===== src/rtl/xw_pkg.sv =====
package xw_pkg;

    localparam int ADDR_W         = 32;
    localparam int L1_SHIFT       = 20;  // section size and first-level index position
    localparam int TTB_LO         = 14;  // table base alignment
    localparam int LARGE_SHIFT    = 16;
    localparam int SMALL_SHIFT    = 12;
    localparam int TINY_SHIFT     = 10;
    localparam int COARSE_BASE_LO = 10;
    localparam int FINE_BASE_LO   = 12;
    localparam int AP_SEC_LO      = 10;
    localparam int AP_PAGE_LO     = 4;
    localparam int DOM_LO         = 5;
    localparam int DOM_W          = 4;
    localparam int CB_LO          = 2;

    typedef enum logic [2:0] {
        ST_IDLE,
        ST_L1_REQ,
        ST_L1_WAIT,
        ST_L2_REQ,
        ST_L2_WAIT,
        ST_FILL,
        ST_FAULT
    } walk_state_e;

    typedef enum logic [1:0] {
        L1_FAULT   = 2'b00,
        L1_COARSE  = 2'b01,
        L1_SECTION = 2'b10,
        L1_FINE    = 2'b11
    } l1_kind_e;

    typedef enum logic [1:0] {
        L2_FAULT = 2'b00,
        L2_LARGE = 2'b01,
        L2_SMALL = 2'b10,
        L2_TINY  = 2'b11
    } l2_kind_e;

    typedef enum logic [1:0] {
        SZ_SECTION = 2'd0,
        SZ_LARGE   = 2'd1,
        SZ_SMALL   = 2'd2,
        SZ_TINY    = 2'd3
    } page_size_e;

    typedef struct packed {
        logic [ADDR_W-1:0] vbase;
        logic [ADDR_W-1:0] pbase;
        page_size_e        size;
        logic [1:0]        ap;
        logic [DOM_W-1:0]  domain;
        logic [1:0]        cb;
    } fill_rec_t;

    typedef struct packed {
        logic      fault;
        logic      descend;
        fill_rec_t rec;
    } decode_t;

    function automatic logic [ADDR_W-1:0] align_down(input logic [ADDR_W-1:0] a,
                                                     input page_size_e sz);
        int sh;
        case (sz)
            SZ_SECTION: sh = L1_SHIFT;
            SZ_LARGE:   sh = LARGE_SHIFT;
            SZ_SMALL:   sh = SMALL_SHIFT;
            default:    sh = TINY_SHIFT;
        endcase
        return a & ({ADDR_W{1'b1}} << sh);
    endfunction

endpackage


===== src/rtl/xw_addr_gen.sv =====
module xw_addr_gen
    import xw_pkg::*;
(
    input  logic [ADDR_W-1:0]                va,
    input  logic [ADDR_W-1:0]                ttb,
    input  logic [ADDR_W-COARSE_BASE_LO-1:0] tbl_base,
    input  logic                             fine_tbl,
    output logic [ADDR_W-1:0]                l1_addr,
    output logic [ADDR_W-1:0]                l2_addr
);
    localparam int FINE_DROP = FINE_BASE_LO - COARSE_BASE_LO;

    logic [ADDR_W-1:0] coarse_addr;
    logic [ADDR_W-1:0] fine_addr;
    logic              unused_addr_bits;

    // word index into the first-level table sits right under the base
    assign l1_addr = {ttb[ADDR_W-1:TTB_LO], va[ADDR_W-1:L1_SHIFT], 2'b00};

    assign coarse_addr = {tbl_base, va[L1_SHIFT-1:SMALL_SHIFT], 2'b00};
    assign fine_addr   = {tbl_base[ADDR_W-COARSE_BASE_LO-1:FINE_DROP],
                          va[L1_SHIFT-1:TINY_SHIFT], 2'b00};

    assign l2_addr = fine_tbl ? fine_addr : coarse_addr;

    assign unused_addr_bits = ^{ttb[TTB_LO-1:0], va[TINY_SHIFT-1:0],
                                tbl_base[FINE_DROP-1:0]};
endmodule


===== src/rtl/xw_decode.sv =====
module xw_decode
    import xw_pkg::*;
(
    input  logic              second,
    input  logic              fine_tbl,
    input  logic [ADDR_W-1:0] va,
    input  logic [DOM_W-1:0]  l1_domain,
    input  logic [ADDR_W-1:0] rdata,
    output decode_t           dec
);
    page_size_e sz;
    logic       page_ok;

    always_comb begin
        dec     = '0;
        sz      = SZ_SMALL;
        page_ok = 1'b0;
        if (!second) begin
            case (l1_kind_e'(rdata[1:0]))
                L1_FAULT: dec.fault = 1'b1;
                L1_SECTION: begin
                    dec.rec.size   = SZ_SECTION;
                    dec.rec.vbase  = align_down(va, SZ_SECTION);
                    dec.rec.pbase  = align_down(rdata, SZ_SECTION);
                    dec.rec.ap     = rdata[AP_SEC_LO +: 2];
                    dec.rec.domain = rdata[DOM_LO +: DOM_W];
                    dec.rec.cb     = rdata[CB_LO +: 2];
                end
                L1_COARSE: dec.descend = 1'b1;
                L1_FINE:   dec.descend = 1'b1;
            endcase
        end else begin
            case (l2_kind_e'(rdata[1:0]))
                L2_FAULT: page_ok = 1'b0;
                L2_LARGE: begin page_ok = 1'b1;     sz = SZ_LARGE; end
                L2_SMALL: begin page_ok = 1'b1;     sz = SZ_SMALL; end
                L2_TINY:  begin page_ok = fine_tbl; sz = SZ_TINY;  end
            endcase
            dec.fault = !page_ok;
            if (page_ok) begin
                dec.rec.size   = sz;
                dec.rec.vbase  = align_down(va, sz);
                dec.rec.pbase  = align_down(rdata, sz);
                dec.rec.ap     = rdata[AP_PAGE_LO +: 2];
                dec.rec.domain = l1_domain;
                dec.rec.cb     = rdata[CB_LO +: 2];
            end
        end
    end
endmodule


===== src/rtl/xw_fsm.sv =====
module xw_fsm
    import xw_pkg::*;
(
    input  logic        clk,
    input  logic        rst,
    input  logic        miss_valid,
    input  logic        mem_ack,
    input  logic        dec_fault,
    input  logic        dec_descend,
    output walk_state_e state
);
    walk_state_e nxt;

    always_comb begin
        nxt = state;
        case (state)
            ST_IDLE:    if (miss_valid) nxt = ST_L1_REQ;
            ST_L1_REQ:  nxt = ST_L1_WAIT;
            ST_L1_WAIT: if (mem_ack)
                            nxt = dec_fault   ? ST_FAULT :
                                  dec_descend ? ST_L2_REQ : ST_FILL;
            ST_L2_REQ:  nxt = ST_L2_WAIT;
            ST_L2_WAIT: if (mem_ack) nxt = dec_fault ? ST_FAULT : ST_FILL;
            ST_FILL:    nxt = ST_IDLE;
            ST_FAULT:   nxt = ST_IDLE;
            default:    nxt = ST_IDLE;
        endcase
    end

    always_ff @(posedge clk) begin
        if (rst) state <= ST_IDLE;
        else     state <= nxt;
    end
endmodule


===== src/rtl/xlate_walker.sv =====
module xlate_walker
    import xw_pkg::*;
(
    input  logic              clk,
    input  logic              rst,
    input  logic              miss_valid,
    input  logic [ADDR_W-1:0] miss_va,
    input  logic [ADDR_W-1:0] ttb,
    output logic              busy,
    output logic              mem_req,
    output logic [ADDR_W-1:0] mem_addr,
    input  logic              mem_ack,
    input  logic [ADDR_W-1:0] mem_rdata,
    output logic              fill_valid,
    output logic [ADDR_W-1:0] fill_vbase,
    output logic [ADDR_W-1:0] fill_pbase,
    output logic [1:0]        fill_size,
    output logic [1:0]        fill_ap,
    output logic [DOM_W-1:0]  fill_domain,
    output logic [1:0]        fill_cb,
    output logic              fault_valid,
    output logic              fault_level
);
    walk_state_e       state;
    decode_t           dec;
    fill_rec_t         rec_q;
    logic [ADDR_W-1:0] va_q;
    logic [ADDR_W-1:0] ttb_q;
    logic [ADDR_W-1:0] l1_q;
    logic              lvl_q;
    logic [ADDR_W-1:0] l1_addr;
    logic [ADDR_W-1:0] l2_addr;
    logic              fine_tbl;
    logic              in_l1;
    logic              in_l2;
    logic              ack_l1;
    logic              ack_l2;
    logic              unused_l1_bits;

    assign fine_tbl = (l1_kind_e'(l1_q[1:0]) == L1_FINE);
    assign in_l1    = (state == ST_L1_REQ) || (state == ST_L1_WAIT);
    assign in_l2    = (state == ST_L2_REQ) || (state == ST_L2_WAIT);
    assign ack_l1   = (state == ST_L1_WAIT) && mem_ack;
    assign ack_l2   = (state == ST_L2_WAIT) && mem_ack;

    xw_fsm u_fsm (
        .clk         (clk),
        .rst         (rst),
        .miss_valid  (miss_valid),
        .mem_ack     (mem_ack),
        .dec_fault   (dec.fault),
        .dec_descend (dec.descend),
        .state       (state)
    );

    xw_addr_gen u_addr (
        .va       (va_q),
        .ttb      (ttb_q),
        .tbl_base (l1_q[ADDR_W-1:COARSE_BASE_LO]),
        .fine_tbl (fine_tbl),
        .l1_addr  (l1_addr),
        .l2_addr  (l2_addr)
    );

    xw_decode u_dec (
        .second    (state == ST_L2_WAIT),
        .fine_tbl  (fine_tbl),
        .va        (va_q),
        .l1_domain (l1_q[DOM_LO +: DOM_W]),
        .rdata     (mem_rdata),
        .dec       (dec)
    );

    always_ff @(posedge clk) begin
        if (rst) begin
            va_q  <= '0;
            ttb_q <= '0;
            l1_q  <= '0;
            lvl_q <= 1'b0;
            rec_q <= '0;
        end else begin
            if (state == ST_IDLE && miss_valid) begin
                va_q  <= miss_va;
                ttb_q <= ttb;
            end
            if (ack_l1) begin
                l1_q  <= mem_rdata;
                lvl_q <= 1'b0;
            end
            if (ack_l2) lvl_q <= 1'b1;
            if ((ack_l1 || ack_l2) && !dec.fault && !dec.descend) rec_q <= dec.rec;
        end
    end

    assign busy        = (state != ST_IDLE);
    assign mem_req     = (state == ST_L1_REQ) || (state == ST_L2_REQ);
    assign mem_addr    = in_l1 ? l1_addr : (in_l2 ? l2_addr : '0);
    assign fill_valid  = (state == ST_FILL);
    assign fault_valid = (state == ST_FAULT);
    assign fault_level = lvl_q;
    assign fill_vbase  = rec_q.vbase;
    assign fill_pbase  = rec_q.pbase;
    assign fill_size   = rec_q.size;
    assign fill_ap     = rec_q.ap;
    assign fill_domain = rec_q.domain;
    assign fill_cb     = rec_q.cb;

    assign unused_l1_bits = ^l1_q[COARSE_BASE_LO-1:0];
endmodule


===== config.mk =====
export PLATFORM = sky130hd
export DESIGN_NAME = xlate_walker
export DESIGN_NICKNAME = d
export VERILOG_FILES = /design/src/rtl/xw_pkg.sv /design/src/rtl/xw_addr_gen.sv /design/src/rtl/xw_decode.sv /design/src/rtl/xw_fsm.sv /design/src/rtl/xlate_walker.sv
export SDC_FILE = /design/constraint.sdc
export NUM_CORES = 1
export LEC_CHECK = 0
export BUFFER_PORTS_ARGS = -buffer_cell sky130_fd_sc_hd__buf_2
export CORE_MARGIN = 2
export CORE_UTILIZATION = 59
export CTS_CLUSTER_SIZE = 14
export DETAILED_ROUTE_END_ITERATION = 6
export PLACE_DENSITY = 0.87
export SLEW_MARGIN = 20
export SYNTH_ARGS = -nofsm -noshare
export SYNTH_HDL_FRONTEND = slang
export SYNTH_HIERARCHICAL = 1
export SYNTH_SLANG_ARGS = --single-unit

===== constraint.sdc =====
create_clock -name clk -period 5.4 [get_ports clk]
set_input_delay 1.35 -clock clk [delete_from_list [all_inputs] [get_ports clk]]
set_output_delay 1.35 -clock clk [all_outputs]
set_load 0.02 [all_outputs]

### After elaboration in Yosys (flattened, before gate mapping)

Cells that the tools add are included.
W data, S select, Z words.

* reductions and logical operators: 20
* multiplexer cells: 28
* bitwise operators: 4
* eq/ne operators: 15
* shifts and indexed selects: 2

Operators with widths (number)
* $mux W74: 3
* $mux W32: 6
* $and A32 B32 Y32: 4
* $shl A32 B32 Y32 const A: 2
* $mux W3: 5
* $pmux W3 S5: 1
* $pmux W5 S3: 1
* $mux W12: 1
* $eq A3 B3 Y1 const B: 3
* $eq A2 B2 Y1 const B: 4
* $mux W1: 7
* $eq A3 B2 Y1 const B: 2
* $ne A2 B2 Y1 const B: 3
* $logic_and A1 B1 Y1: 5
* $eq A2 B1 Y1 const B: 2
* $logic_not A2 Y1: 2
* $logic_or A1 B1 Y1: 4
* $mux W2: 2
* $pmux W2 S2: 1
* $reduce_or A2 Y1: 2
* $eq A3 B1 Y1 const B: 1
* $logic_not A1 Y1: 3
* $logic_not A3 Y1: 1
* $pmux W1 S3: 1
* 3 further kinds: 3

* output and inout bits: 111
* logic and storage cells: 80
* register bits: 174
* input bits: 100

### Depth between registers and ports, before layout

Gate-level depths: netlist of the first run.

* word-level depth: 11
* depth in mapped cells: 10
* depth with buffers taken out: 8

### Modules after synthesis

The synthesis of the first run kept the hierarchy.

Modules (own cells, without submodules)
* xlate_walker: area each 6949.2 µm², sequential area each 3343.2 µm², times used 1, cells an instance 778
* xw_decode: area each 1171.1 µm², sequential area each 0.0 µm², times used 1, cells an instance 142
* xw_addr_gen: area each 570.5 µm², sequential area each 0.0 µm², times used 1, cells an instance 66
* xw_fsm: area each 211.5 µm², sequential area each 60.1 µm², times used 1, cells an instance 25

### Least setup slack after synthesis of the first run

OpenSTA, ideal clock, no wires.

* path kind: register to output
* start: register u_fsm.state[2]
* end: output port mem_addr[10]
* buffers on the path: 2
* setup slack: 2206 ps
* data arrival time: 1844 ps
* stages on the path, launching flop included: 6
* cells stage by stage: dfxtp_1 > buf_2 > nor3b_1 > a21o_1 > buf_4 > a22o_1

* word-level cells in the longest chain between the ends: 4
* elaborated cells between the ends (all ways): 8

RTL lines
* from (decl): RTL line xw_fsm.sv:10 `output walk_state_e state`
* from (signal assigned): RTL line xw_fsm.sv:32 `else state <= nxt;`
* $eq A3 B2 Y1 or $eq A3 B3 Y1 (tied branches): RTL line xlate_walker.sv:42 `assign in_l2 = (state == ST_L2_REQ) || (state == ST_L2_WAIT);`
* $logic_or A1 B1 Y1: RTL line xlate_walker.sv:42
* $mux W32: RTL line xlate_walker.sv:97 `assign mem_addr = in_l1 ? l1_addr : (in_l2 ? l2_addr : '0);`
* $mux W32 (*): RTL line xlate_walker.sv:97
* to (decl): RTL line xlate_walker.sv:11 `output logic [ADDR_W-1:0] mem_addr,`

Mark *: on every way between the ends. The rest lies on a longest branch, timed or not.

### Final worst setup path of the first run

* start: register u_fsm.state[0]
* end: output port mem_addr[8]

The elaborated chain is that of the path after synthesis.

==> flow_metrics.env, run 1 <==
export IMPL_areaGrowthSynthToFinish_pct=12.7
export IMPL_ys_warn_count=6
export IMPL_status="finished, final reports clean"
export IMPL_worstPathRequired_ns=4.05
export IMPL_slowest_stage="dfxtp_1"
export IMPL_synth_cells=952
export IMPL_nets=1148
export IMPL_dieArea_um2=15300
export IMPL_drc=0
export IMPL_max_vdd_ir_drop_mv=0.202
export IMPL_seq_power_share_pct=41.4
export IMPL_slew_headroom_pct=25.9
export IMPL_grt_pass1_wl_mm=31.5
export IMPL_setup_viol=0
export IMPL_cts_resized=0
export IMPL_cts_buffer_depth=2
export IMPL_critPathMaxFanout=20
export IMPL_leakage_nw=3.73
export IMPL_power_density_nw_per_um2=320
export IMPL_timing_fmax_mhz=243
export IMPL_viasPerCell=5.42
export IMPL_final_fill_count=1178
export IMPL_drive_above_1_share_pct=26.9
export IMPL_hold_class="reg -> reg"
export IMPL_clk_pin_slew_ns=0.06
export IMPL_multi_input_area_um2=4350
export IMPL_io_buffers=194
export IMPL_wl_per_cell_um=16.5
export IMPL_ctsRootBufferMaster="clkbuf_16"
export IMPL_crit_arrival_ns=2.77
export IMPL_placed_cells=1204
export IMPL_place_congestion=0.813
export IMPL_cts_tree="built"
export IMPL_first_global_vias=6290
export IMPL_postRouteAntennaNets=0
export IMPL_final_cells=1237
export IMPL_cts_setup_buffers=0
export IMPL_pwr_share_comb_pct=16.7
export IMPL_ctsHoldBuffers=0
export IMPL_rows=43
export IMPL_cts_max_level=4
export IMPL_crit_chain="xnor2_1, nor2_2, buf_4, a22o_1, buf_2"
export IMPL_hold_viol_final=0
export IMPL_grt_usage_pct=26.7
export IMPL_grt_max_degree=135
export IMPL_dr_pass1_iters=6
export IMPL_clkPwrFrac_pct=41.9
export IMPL_switching_power_w=0.000863
export IMPL_critPathKind="reg -> out"
export IMPL_tightest_slew_ns=1.11
export IMPL_dpl_hpwl_mm=13.3
export IMPL_num_vias=6702
export IMPL_numCtsBuffers=17
export IMPL_intPower_w=0.00218
export IMPL_start_kind="flop"
export IMPL_io_pins=211
export IMPL_synth_area_um2=8430
export IMPL_antenna_found_initial=2
export IMPL_wl_mm=20.5
export IMPL_finalMaxSlewViolations=0
export IMPL_grt_overflow=0
export IMPL_initial_core_util_pct=60.5
export IMPL_period_minus_slack_ns=4.12
export IMPL_die_x_um=124
export IMPL_p_sw_share_pct=28.4
export IMPL_synth_area_per_cell_um2=8.85
export IMPL_endpoint_kind="output port"
export IMPL_die_y_um=124
export IMPL_maxCapViolCount=0
export IMPL_register_area_um2=3120
export IMPL_insertion_delay_ns=0.42
export IMPL_drt_iter0_drc=426
export IMPL_fin_crit_sh_pct=76.2
export IMPL_slowest_delay_ns=0.82
export IMPL_finalSetupTns_ns=0
export IMPL_core_area_um2=13900
export IMPL_rsz0062_at_grt="false"
export IMPL_cts_sinks=156
export IMPL_fin_worst_skew_ns=0.00820
export IMPL_total_power_w=0.00304
[flip-flops by register name (all words and copies together) (netlist names)]
| register | flops |
|---|---|
| fill_cb | 2 |
| fill_ap | 2 |
| ttb_q | 18 |
| u_fsm/state | 3 |
| fault_level | 1 |
| fill_vbase | 32 |
| l1_q | 28 |
| va_q | 32 |
| fill_domain | 4 |
| fill_pbase | 32 |
| fill_size | 2 |
[final cells by class]
| type | count | area share [%] |
|---|---|---|
| multi-input cells | 635 | 45.8 |
| flip-flops and latches | 156 | 32.9 |
| repair buffers | 205 | 11.2 |
| clock buffers | 18 | 4.62 |
| well taps | 180 | 2.37 |
| clock inverters | 14 | 2.00 |
| inverters | 28 | 1.11 |
| diodes | 1 | 0.0264 |
[routing by layer]
layer | global-route usage, % | vias to the layer above | part of all wire, %
met1 | 33.7 | 3140 | 44
met2 | 43.6 | 199 | 48
met3 | 7.10 | 33 | 6.1
met5 | 0 | - | 0.11
li1 | - | 3326 | -
met4 | 10.1 | 4 | 2.1
[path summary, 6_finish.rpt]
check	startpoint	end	slack, ns	cells after the start
setup reg to reg	u_fsm/state[2]	fill_vbase[0]	2.02	6
hold reg to reg	va_q[3]	va_q[3]	0.45	2
hold / removal	va_q[3]	va_q[3]	0.45	2
setup / recovery	u_fsm/state[0]	mem_addr[8]	1.28	5
[power by group through the flow]
stage               clock network, W  logic, W  registers, W
floorplan                          0  0.000441       0.00126
global placement                   0  0.000493       0.00128
detailed placement                 0  0.000499       0.00128
CTS                          0.00129  0.000503       0.00126
global route                 0.00135  0.000554       0.00126
finish                       0.00128  0.000507       0.00126
[worst max-delay path, delay by kind of cell (launching register included)]
kind	cells	cell delay (ns)
AOI/OAI and AO/OA	1	0.20
xor gates and xnor gates	1	0.18
buffers and inverters	2	0.55
DFF	1	0.82
and+or+nand+nor	1	0.60
[stage by stage]
| step | area (µm²) | util [%] | hold slack (ns) | worst slack [ns] |
|---|---|---|---|---|
| after floorplan | 8440 | - | 0.432 | 2.21 |
| after global placement | 8860 | 63.6 | 0.439 | 1.66 |
| after detailed placement | 8860 | 63.6 | 0.442 | 1.62 |
| after CTS | 9490 | 68.1 | 0.451 | 1.16 |
| after global routing | 9490 | 68.1 | 0.472 | 1.07 |
| final | 9500 | 68.2 | 0.450 | 1.28 |
[layout by cell type, fill, tap and decap left out, drive strengths merged, types with 5 or more instances in the layout]
cell,count
a21o,5
mux2i,74
a2111oi,26
nor3,12
nor4b,9
clkbuf,18
and3,8
a22o,32
dfxtp,156
inv,32
a32o,6
nand2b,151
nor3b,17
ha,5
nor2,8
a21oi,84
nand2,160
buf,205
mux2,10
(Power assumes the default switching activity.)
==> run 2, diff against run 1 <==
--- a/config.mk
+++ b/config.mk
@@ -5,12 +5,13 @@
 export SDC_FILE = /design/constraint.sdc
 export NUM_CORES = 1
 export LEC_CHECK = 0
+export ABC_AREA = 1
 export BUFFER_PORTS_ARGS = -buffer_cell sky130_fd_sc_hd__buf_2
 export CORE_MARGIN = 2
-export CORE_UTILIZATION = 59
+export CORE_UTILIZATION = 49
 export CTS_CLUSTER_SIZE = 14
 export DETAILED_ROUTE_END_ITERATION = 6
-export PLACE_DENSITY = 0.87
+export PLACE_DENSITY = 0.77
 export SLEW_MARGIN = 20
 export SYNTH_ARGS = -nofsm -noshare
 export SYNTH_HDL_FRONTEND = slang
==> constraint.sdc (replaced) <==
create_clock -name clk -period 3.3 [get_ports clk]
set_input_delay 0.825 -clock clk [delete_from_list [all_inputs] [get_ports clk]]
set_output_delay 0.825 -clock clk [all_outputs]
set_load 0.02 [all_outputs]
==> flow_metrics.env, run 2 <==
export IMPL_nets=1462
export IMPL_cts_resized=0
export IMPL_drive_above_1_share_pct=20.2
export IMPL_antenna_cells=0
export IMPL_core_area_um2=16500
export IMPL_die_x_um=134
export IMPL_wl_per_cell_um=13.7
export IMPL_cts_max_level=4
export IMPL_clk_pin_slew_ns=0.06
export IMPL_synth_area_um2=8280
export IMPL_hold_class="reg -> reg"
export IMPL_status="finished, final reports clean"
export IMPL_utilization_pct=57.2
export IMPL_grt_usage_pct=24.5
export IMPL_cts_setup_buffers=0
export IMPL_dpl_hpwl_mm=15.1
export IMPL_initial_core_util_pct=50.1
export IMPL_ys_warn_count=6
export IMPL_final_setup_worst_slack_ns=0.394
export IMPL_cts_sinks=156
export IMPL_total_power_w=0.00671
export IMPL_cts_buffer_depth=2
export IMPL_synth_area_per_cell_um2=6.54
export IMPL_hold_viol_final=0
export IMPL_setup_viol=0
export IMPL_fin_worst_skew_ns=0.0108
export IMPL_antenna_found_initial=2
export IMPL_layout_commonest_cell="nand2_1"
export IMPL_dp_slack_ns=0.527
export IMPL_switching_power_w=0.00254
export IMPL_insertion_delay_ns=0.43
export IMPL_timing_fmax_mhz=344
export IMPL_wl_mm=21.7
export IMPL_die_y_um=134
export IMPL_crit_arrival_ns=2.08
export IMPL_postRouteAntennaNets=0
export IMPL_areaGrowthSynthToFinish_pct=14.1
export IMPL_pwr_share_comb_pct=33.2
export IMPL_rows=47
export IMPL_viasPerCell=4.95
export IMPL_critPathMaxFanout=32
export IMPL_leakage_nw=4.36
export IMPL_final_cell_mix="241 x nand2_1, 194 x buf_2, 176 x nor2_1, 156 x dfxtp_1, 153 x inv_1"
export IMPL_dieArea_um2=17900
export IMPL_grt_overflow=0
export IMPL_cts_tree="built"
export IMPL_slew_headroom_pct=56.3
export IMPL_fin_crit_sh_pct=88.0
export IMPL_critPathKind="reg -> out"
export IMPL_io_pins=211
export IMPL_drc=0
export IMPL_fin_hold_ws_ns=0.444
export IMPL_tightest_slew_ns=0.653
export IMPL_finalSetupTns_ns=0
export IMPL_num_vias=7865
export IMPL_drt_iter0_drc=478
export IMPL_dr_pass1_iters=5
export IMPL_grt_max_degree=90
export IMPL_clkPwrFrac_pct=29.0
export IMPL_rsz0062_at_grt="false"
export IMPL_period_minus_slack_ns=2.91
export IMPL_synth_cells=1265
export IMPL_maxCapViolCount=0
export IMPL_numCtsBuffers=17
export IMPL_grt_pass1_wl_mm=35.2
export IMPL_max_vdd_ir_drop_mv=0.474
export IMPL_ctsHoldBuffers=0
export IMPL_power_density_nw_per_um2=711
export IMPL_place_congestion=0.845
export IMPL_finalMaxSlewViolations=0
export IMPL_seq_power_share_pct=37.8
export IMPL_intPower_w=0.00418
export IMPL_p_sw_share_pct=37.8
export IMPL_endpoint_kind="output port"
export IMPL_start_kind="flop"
export IMPL_worstPathRequired_ns=2.47
export IMPL_io_buffers=194
export IMPL_ctsRootBufferMaster="clkbuf_16"
export IMPL_first_global_vias=7300
run 2: layout make-up:
| type | instances | area [µm²] |
|---|---|---|
| repair buffers | 215 | 1190 |
| well taps | 220 | 275 |
| multi-input cells | 806 | 3670 |
| clock buffers | 25 | 505 |
| flip-flops and latches | 156 | 3120 |
| clock inverters | 5 | 81.3 |
| inverters | 161 | 607 |
| fillers | 1629 | 7080 |
run 2: metrics by stage:
stage,instance area (µm²),instances
floorplan,8290,1268
global placement,8860,1558
detailed placement,8860,1558
CTS,9450,1588
global route,9450,1588
finish,9450,1588
run 2: power groups by stage:
| stage | logic (W) | registers, W | clock network, W |
|---|---|---|---|
| 2_1_floorplan | 0.00179 | 0.00262 | 0 |
| 3_3_place_gp | 0.00219 | 0.00256 | 0 |
| 3_5_place_dp | 0.00222 | 0.00258 | 0 |
| 4_1_cts | 0.00223 | 0.00254 | 0.00198 |
| 5_1_grt | 0.00250 | 0.00258 | 0.00208 |
| 6_report | 0.00223 | 0.00254 | 0.00195 |
run 2: routing by layer:
metal	GRT usage (%)	vias up	routed length, µm
met2	42.9	239	10800
met5	0	-	25
met4	9.16	4	493
met1	28.4	3508	8870
met3	6.84	39	1540
li1	-	4075	-
run 2: critical path, cell delays in order (launching register included):
cell	delay, ns
dfxtp_1	0.50
inv_2	0.12
nor2_1	0.15
nand2_1	0.06
nand2_1	0.06
buf_4	0.32
nand2_1	0.11
nand2_1	0.14
buf_2	0.18
run 2: path summary, 6_finish.rpt:
kind              cells after the start             end  slack, ns      startpoint
setup reg to reg                      9  fill_pbase[11]       0.93  u_fsm/state[2]
hold / removal                        2       ttb_q[23]       0.44       ttb_q[23]
hold reg to reg                       2       ttb_q[23]       0.44       ttb_q[23]
setup / recovery                      8    mem_addr[12]       0.39  u_fsm/state[0]
